## src/rtl/ovl_pkg.sv

```systemverilog
package ovl_pkg;
    localparam int CTL_W = 8;

    // latch bit positions
    localparam int B_RAM_BOOT = 0;
    localparam int B_RAM_PROM = 1;
    localparam int B_RAM_CART = 2;
    localparam int B_EXT_LO   = 3;
    localparam int B_EXT_HI   = 4;
    localparam int B_VID_WAIT = 5;

    typedef enum logic [2:0] {
        DEV_NONE, DEV_ROM, DEV_PROM, DEV_CART, DEV_EXT, DEV_RAM, DEV_VID
    } dev_e;

    typedef struct packed {
        logic [CTL_W-1:0] bits;
    } ctl_s;

    typedef struct packed {
        logic vid_prev;
        logic wait_on;
    } wait_s;
endpackage

```

## src/rtl/ovl_ctl_latch.sv

```systemverilog
module ovl_ctl_latch
    import ovl_pkg::*;
#(
    parameter int              BIO_AW   = 12,
    parameter logic [BIO_AW-1:0] BIO_BASE = 12'h400
) (
    input  logic              clk,
    input  logic              rst_n,
    input  logic [BIO_AW-1:0] bio_addr,
    input  logic              bio_wdata,
    input  logic              bio_wstb,
    output logic [CTL_W-1:0]  ctl,
    output logic              bio_rdata
);
    localparam int OFS_W = $clog2(CTL_W);

    ctl_s             ctl_d, ctl_q;
    logic             hit;
    logic [OFS_W-1:0] ofs;
    logic [CTL_W-1:0] we;

    assign hit = (bio_addr[BIO_AW-1:OFS_W] == BIO_BASE[BIO_AW-1:OFS_W]);
    assign ofs = bio_addr[OFS_W-1:0];

    for (genvar i = 0; i < CTL_W; i++) begin : g_we
        assign we[i] = bio_wstb && hit && (ofs == OFS_W'(i));
    end

    always_comb begin
        ctl_d = ctl_q;
        for (int i = 0; i < CTL_W; i++) begin
            if (we[i]) ctl_d.bits[i] = bio_wdata;
        end
    end

    always_ff @(posedge clk) begin
        if (!rst_n) ctl_q <= '0;
        else        ctl_q <= ctl_d;
    end

    assign ctl       = ctl_q.bits;
    assign bio_rdata = hit ? ctl_q.bits[ofs] : 1'b0;
endmodule

```

## src/rtl/ovl_region_decode.sv

```systemverilog
module ovl_region_decode
    import ovl_pkg::*;
#(
    parameter int ADDR_W = 16
) (
    input  logic              mem_en,
    input  logic [ADDR_W-1:0] addr,
    input  logic [CTL_W-1:0]  ctl,
    output dev_e              dev
);
    localparam int PAGE_W = 3;   // 8 KB pages
    localparam int VID_W  = 5;   // 2 KB granules

    logic [PAGE_W-1:0] page;
    logic              vid_hit;

    assign page    = addr[ADDR_W-1 -: PAGE_W];
    assign vid_hit = (addr[ADDR_W-1 -: VID_W] == 5'b10001);

    always_comb begin
        dev = DEV_NONE;
        if (mem_en) begin
            case (page)
                3'd0:    dev = ctl[B_RAM_BOOT] ? DEV_RAM : DEV_ROM;
                3'd1:    dev = ctl[B_EXT_LO]   ? DEV_EXT : DEV_RAM;
                3'd2:    dev = ctl[B_RAM_PROM] ? DEV_RAM : DEV_PROM;
                3'd3:    dev = ctl[B_RAM_CART] ? DEV_RAM : DEV_CART;
                3'd4:    dev = vid_hit         ? DEV_VID : DEV_NONE;
                default: dev = ctl[B_EXT_HI]   ? DEV_EXT : DEV_RAM;
            endcase
        end
    end
endmodule

```

## src/rtl/ovl_wait_gen.sv

```systemverilog
module ovl_wait_gen
    import ovl_pkg::*;
(
    input  logic clk,
    input  logic rst_n,
    input  logic vid_acc,
    input  logic enable,
    output logic wait_req
);
    wait_s w_d, w_q;

    always_comb begin
        w_d          = w_q;
        w_d.vid_prev = vid_acc;
        w_d.wait_on  = vid_acc && !w_q.vid_prev && enable;
    end

    always_ff @(posedge clk) begin
        if (!rst_n) w_q <= '0;
        else        w_q <= w_d;
    end

    assign wait_req = w_q.wait_on;
endmodule

```

## src/rtl/ovl_overlay_decoder.sv

```systemverilog
module ovl_overlay_decoder
    import ovl_pkg::*;
#(
    parameter int              ADDR_W   = 16,
    parameter int              BIO_AW   = 12,
    parameter logic [BIO_AW-1:0] BIO_BASE = 12'h400
) (
    input  logic              clk,
    input  logic              rst_n,
    input  logic              mem_en,
    input  logic [ADDR_W-1:0] addr,
    input  logic [BIO_AW-1:0] bio_addr,
    input  logic              bio_wdata,
    input  logic              bio_wstb,
    output logic              bio_rdata,
    output logic              cs_rom,
    output logic              cs_prom,
    output logic              cs_cart,
    output logic              cs_ext,
    output logic              cs_ram,
    output logic              cs_vid,
    output logic              wait_req
);
    logic [CTL_W-1:0] ctl_q;
    dev_e             dev;

    ovl_ctl_latch #(.BIO_AW(BIO_AW), .BIO_BASE(BIO_BASE)) u_latch (
        .clk(clk), .rst_n(rst_n), .bio_addr(bio_addr), .bio_wdata(bio_wdata),
        .bio_wstb(bio_wstb), .ctl(ctl_q), .bio_rdata(bio_rdata)
    );

    ovl_region_decode #(.ADDR_W(ADDR_W)) u_dec (
        .mem_en(mem_en), .addr(addr), .ctl(ctl_q), .dev(dev)
    );

    ovl_wait_gen u_wait (
        .clk(clk), .rst_n(rst_n), .vid_acc(dev == DEV_VID),
        .enable(ctl_q[B_VID_WAIT]), .wait_req(wait_req)
    );

    assign cs_rom  = (dev == DEV_ROM);
    assign cs_prom = (dev == DEV_PROM);
    assign cs_cart = (dev == DEV_CART);
    assign cs_ext  = (dev == DEV_EXT);
    assign cs_ram  = (dev == DEV_RAM);
    assign cs_vid  = (dev == DEV_VID);
endmodule

```

## config.mk

```make
export PLATFORM = sky130hd
export DESIGN_NAME = ovl_overlay_decoder
export DESIGN_NICKNAME = d
export VERILOG_FILES = /design/src/rtl/ovl_pkg.sv /design/src/rtl/ovl_ctl_latch.sv /design/src/rtl/ovl_region_decode.sv /design/src/rtl/ovl_wait_gen.sv /design/src/rtl/ovl_overlay_decoder.sv
export SDC_FILE = /design/constraint.sdc
export NUM_CORES = 1
export LEC_CHECK = 0
export ABC_AREA = 1
export BUFFER_PORTS_ARGS = -buffer_cell sky130_fd_sc_hd__buf_4
export CAP_MARGIN = 20
export CORE_MARGIN = 10
export CORE_UTILIZATION = 44
export CTS_BUF_LIST = sky130_fd_sc_hd__clkbuf_16
export CTS_CLUSTER_SIZE = 24
export DETAILED_ROUTE_END_ITERATION = 7
export PLACE_DENSITY = 0.78
export SETUP_SLACK_MARGIN = 0.2
export SLEW_MARGIN = 20
export SYNTH_ARGS = -nofsm -noshare
export SYNTH_HDL_FRONTEND = slang
export SYNTH_SLANG_ARGS = --single-unit
```

## constraint.sdc

```tcl
create_clock -name clk -period 1.8 [get_ports clk]
set_input_delay 0.54 -clock clk [delete_from_list [all_inputs] [get_ports clk]]
set_output_delay 0.54 -clock clk [all_outputs]
set_load 0.1 [all_outputs]
```

# Yosys cells after proc, flatten, opt, wreduce, memory -nomap -nowiden

Index checks and enable logic that the tools add are counted.

Equality and inequality tests: 19
Reductions and logical operators: 14
Mux-type cells: 11
Magnitude comparators: 1

Operator list:

| cell                 | number |
|---|---|
| $eq A3 B3 Y1 const B | 8 |
| $eq A3 B2 Y1 const B | 6 |
| $mux W3              | 5 |
| $pmux W3 S5          | 1 |
| $logic_and A1 B1 Y1  | 11 |
| $eq A3 B1 Y1 const B | 3 |
| $eq A9 B8 Y1 const B | 1 |
| $logic_not A3 Y1     | 2 |
| $eq A5 B5 Y1 const B | 1 |
| $lt A3 B4 Y1 const B | 1 |
| $mux W1              | 4 |
| $bmux W1 S3          | 1 |
| $logic_not A1 Y1     | 1 |

Output and inout bits: 8
Input port bits: 33
Word-level logic and storage cells: 55
Flip-flop bits (word level): 10

# Depth between registers and ports, before layout

Depth in word-level cells: 7
Gate-level depth with buffers: 8
Mapped depth without buffers: 8

# Hierarchy

A second synthesis with hierarchy kept.

Cells, all modules: 145
Area, all modules: 805.8 um^2

By module, submodules not included:

| module              | times used | seq. area each (um^2) | area an instance (um^2) | cells each |
|---|---|---|---|---|
| ovl_ctl_latch       | 1          | 160.2                 | 544.3                   | 94 |
| ovl_region_decode   | 1          | 0.0                   | 157.7                   | 32 |
| ovl_wait_gen        | 1          | 40.0                  | 58.8                    | 7 |
| ovl_overlay_decoder | 1          | 0.0                   | 45.0                    | 12 |

# Worst setup path before layout

Ideal clock, no wire load.

Path type: input to output
Start point: in addr[13]
End point: out cs_prom
Path buffers: 0
Path slack: -1.127 ns
Stages: 7
Required time: 1.260 ns
Arrival time: 2.387 ns
Cell sequence: nor2_2 nor2_2 nor2_2 nand3_2 nand2_2 nand3_1 nor2_1

Longest elaborated chain between the ends: 5
Elaborated cells between the ends (all ways): 10
Those cells by class: eq/ne: 6; mux: 3; reduce/logical: 1

RTL lines:

| what             | RTL line                  | source |
|---|---|---|
| start, declared  | ovl_overlay_decoder.sv:11 | `input logic [ADDR_W-1:0] addr,` |
| $eq A5 B5 Y1     | ovl_region_decode.sv:18   | `assign vid_hit = (addr[ADDR_W-1 -: VID_W] == 5'b10001);` |
| $mux W3          | ovl_region_decode.sv:28   | `3'd4: dev = vid_hit ? DEV_VID : DEV_NONE;` |
| $pmux W3 S5 (*)  | ovl_region_decode.sv:23   | `case (page)` |
| $mux W3 (*)      | ovl_region_decode.sv:22   | `if (mem_en) begin` |
| $eq A3 B2 Y1 (*) | ovl_overlay_decoder.sv:42 | `assign cs_prom = (dev == DEV_PROM);` |
| end, declared    | ovl_overlay_decoder.sv:17 | `output logic cs_prom,` |

Mark *: on every way between the ends. The rest lies on a longest branch, timed or not.

# Worst setup path after layout

Start point: in addr[15]
End point: out cs_rom

Longest elaborated chain between the ends: 5
Elaborated cells between the ends (all ways): 10
Those cells by class: eq/ne: 6; mux: 3; reduce/logical: 1

RTL lines:

| what             | RTL line                  | source |
|---|---|---|
| $eq A5 B5 Y1     | ovl_region_decode.sv:18   |  |
| $mux W3          | ovl_region_decode.sv:28   |  |
| $pmux W3 S5 (*)  | ovl_region_decode.sv:23   |  |
| $mux W3 (*)      | ovl_region_decode.sv:22   |  |
| $eq A3 B1 Y1 (*) | ovl_overlay_decoder.sv:41 | `assign cs_rom = (dev == DEV_ROM);` |
| end, declared    | ovl_overlay_decoder.sv:16 | `output logic cs_rom,` |

Marks and branches as above.

==> results.yml <==
run_status:
  status: "finished with violations"
  failing_checks: "negative setup slack"
logic_synthesis:
  yosys_most_used_dff: "sky130_fd_sc_hd__dfxtp_1"
  netlist.area_leader.share_pct: 25.12
  synth_seq_cells: 10
  synth_area_per_cell_um2: 6.084
  synth.distinct_cells: 22
  synthesis.yosys.warnings: 0
  yosysTopAreaCell: "sky130_fd_sc_hd__dfxtp_1"
  synth.cell_area_um2: 797.0
  postSynthNetCount: 164
  number_of_instances_in_the_synthesized_netlist: 131
  yosys-top-cells-area: "sky130_fd_sc_hd__dfxtp_1 (25%), sky130_fd_sc_hd__nand2_1 (9.9%), sky130_fd_sc_hd__nor2_1 (9.9%), sky130_fd_sc_hd__nand3_1 (9.4%), sky130_fd_sc_hd__nand4_1 (7.8%)"
  synth-edff-count: 0
  portion_of_the_post_synthesis_area_used_by_sequential_elements_pct: 25.12
  synth-async-reset-ratio_pct: 0
sta:
  final.period_utilization_pct: 125.2
  timing.final.hold_violations: 0
  max_freq_ghz: 0.4439
  worst_pin_slew_ps: 283.6
  rsz0062_at_grt: "yes"
  fin_skew_ps: 4.475
  worst_slack_ps: -452.8
  timing.hold.ws_ps: 477.9
  report.final.slew_viol_count: 0
  setup_tns_ps: -2763
  timing.max_slew.rel_slack_pct: 80.96
  min_period_ps: 2253
  finalSetupViolations: 7
critical_path:
  cp-end-kind: "primary output"
  crit_path_max_cell_delay_ps: 180
  critical_path.reg2reg.startpoint: "u_latch.ctl[1]$_SDFFE_PN0P_"
  critical_path_cell_count: 9
  r2r_cells: 7
  critPathMaxFanout: 5
  crit_buf_inv: 3
  cp.arrival_ps: 1710
  crit_type: "in2out"
  critical_path_required_ps: 1260
  worst_r2r_endpoint: "u_wait.wait_req$_SDFF_PN0_"
  critical_path.slowest_cell: "sky130_fd_sc_hd__buf_12"
  crit_path_cell_trace: "buf_4, nand2_1, clkinv_1, nand3_2, nand3_2, nand2_2, nand3_2, nor2_4, buf_12"
  critical-path-top-delay-family: "simple AND/OR/NAND/NOR gates"
  reg2reg_slack_ps: 300
  cp-start-kind: "input pin"
  worst_path_most_repeated_cell: "sky130_fd_sc_hd__nand3_2"
placed_design:
  placed_cell_area_um2: 1214
  dp.cells: 197
  io_buffers: 29
  dpl.hpwl_um: 2054
  gpl.final_weighted_congestion: 0.8796
route:
  drcViolationCount: 0
  drtIter0Drc: 112
  num_vias: 1262
  totalWireLength_um: 4304
  final_antenna_net_count: 0
  drt-pass1-iter-count: 5
  detail_route.vias_per_cell: 6.097
  detail_route.wl_per_cell_um: 20.79
pwr:
  p_leak_uw: 0.0006591
  worst_ir_drop_vdd_mv: 0.6661
  powerDensity_nw_per_um2: 595.3
hold_path:
  hold-path-cell-count: 2
  hold_path_startpoint: "u_latch.ctl[6]$_SDFFE_PN0P_"
  hold_path.class: "reg2reg"
  worst_hold_path.endpoint: "u_latch.ctl[6]$_SDFFE_PN0P_"
clock_network:
  cts_root_buf: "sky130_fd_sc_hd__clkbuf_16"
  clock_tree.htree_level_count: 1
  cts_num_sinks: 10
  numCtsBuffers: 3
  clk_pin_slew_ps: 40
  clock_insertion_delay_worst_skew_ps: 240
  cts.path.max_buffers: 2
  cts_tree: "done"
grt:
  grt_usage_pct: 18.68
  grt_start_max_net_pins: 17
  grt_remaining_overflow: 0
  grt_pass1_wl_um: 5954
  grt_pass1_vias: 1236
  initial_antenna_violation_count: 0
floorplanning:
  ios: 41
  die_area_um2: 3914
  placementRows: 15
  core_footprint_um2: 1727
  fp.dieW_um: 62.56
  effective_utilization_at_floorplan_pct: 46.16
  height_of_the_die_um: 62.56
final_layout:
  final_cell_mix: "sky130_fd_sc_hd__buf_4 (39), sky130_fd_sc_hd__nand2_1 (17), sky130_fd_sc_hd__nor2_4 (15), sky130_fd_sc_hd__inv_1 (12), sky130_fd_sc_hd__nor2_1 (11)"
  layout.nets: 216
  fin_cells: 207
  final_common_cell: "sky130_fd_sc_hd__buf_4"
  antenna_cells_inserted: 0
  area_growth_syn_to_layout_pct: 100.0
  fillers: 61
  final_area_um2: 1594
  layout-drive-gt1-share_pct: 53.85
run:
  drv_cap: 0
## what timing repair did
action,in CTS,in global routing
pin swaps,8,4
hold buffers,0,0
endpoints found under the setup margin,7,13
gates resized for setup,47,12
buffers inserted,4,2
## flip-flops by register name, indices dropped and copies added (netlist names)
signal           cells
u_wait.wait_req      1
u_wait.w_q           1
u_latch.ctl          8
## worst reg2reg max path: stages (launching register included)
cell and delay, ps:
sky130_fd_sc_hd__dfxtp_1 350, sky130_fd_sc_hd__o21ai_1 280, sky130_fd_sc_hd__nand3_4 150, sky130_fd_sc_hd__buf_4 160, sky130_fd_sc_hd__buf_4 120, sky130_fd_sc_hd__a21oi_2 130
sky130_fd_sc_hd__nand3_2 110, sky130_fd_sc_hd__nor2_2 120
## cells by family after synthesis
group | share of synthesized area, %
compound gates | 12.40
buf+inv | 11.14
flops | 25.12
simple gates | 51.34
## through the flow
stage	utilization, %	power (uW)	setup slack [ps]
2_1_floorplan	-	362.5	-378.1
3_3_place_gp	70.29	449.6	-468.5
3_5_place_dp	70.29	455.5	-489.2
4_1_cts	87.97	904.0	-349.1
5_1_grt	92.32	967.1	-515.9
6_report	92.32	948.9	-452.8
## routing by layer
layer / track usage (%) / vias up / wire, um
met3: 4.480 / 21 / 377
li1: - / 549 / -
met2: 34.62 / 104 / 2223
met5: 0 / - / 0
met1: 17.79 / 588 / 1496
met4: 12.29 / 0 / 206
## area by class of cell
cell class	instances	area, um2	share of cell area, %
clock buffers	3	75.07	4.710
clock inverters	1	3.754	0.2355
inverters	17	66.31	4.160
multi-input cells	100	711.9	44.66
flip-flops and latches	10	200.2	12.56
well taps	25	31.28	1.962
repair buffers	51	505.5	31.71
## power breakdown
| part | leakage, uW | total, uW | switching [uW] | internal [uW] |
|---|---|---|---|---|
| Combinational | 0.000540 | 320 | 190 | 130 |
| Sequential | 0.0000805 | 223 | 0.0953 | 223 |
| Clock | 0.0000385 | 406 | 114 | 292 |
| Total | 0.000659 | 949 | 304 | 645 |
## worst max-delay path by stage
stage	startpoint	slack (ps)	endpoint
detailed placement	addr[15]	-490	cs_ext
global route	addr[15]	-520	cs_rom
floorplan	addr[11]	-380	cs_ram
CTS	addr[13]	-350	cs_vid
finish	addr[15]	-450	cs_rom
global placement	addr[15]	-470	cs_vid
## synth_stat cells, types with 2 or more instances
| master | instances |
|---|---|
| sky130_fd_sc_hd__nand2_1 | 21 |
| sky130_fd_sc_hd__o21ai_0 | 3 |
| sky130_fd_sc_hd__o22ai_1 | 4 |
| sky130_fd_sc_hd__nand3_1 | 15 |
| sky130_fd_sc_hd__nand3_2 | 4 |
| sky130_fd_sc_hd__nand2_2 | 2 |
| sky130_fd_sc_hd__nand4_1 | 10 |
| sky130_fd_sc_hd__a21oi_1 | 8 |
| sky130_fd_sc_hd__buf_2 | 2 |
| sky130_fd_sc_hd__nor2_2 | 6 |
| sky130_fd_sc_hd__inv_2 | 4 |
| sky130_fd_sc_hd__dfxtp_1 | 10 |
| sky130_fd_sc_hd__nor2_1 | 21 |
| sky130_fd_sc_hd__o21ai_1 | 2 |
| sky130_fd_sc_hd__inv_1 | 12 |
No activity file was read; power rests on OpenSTA's default activity.
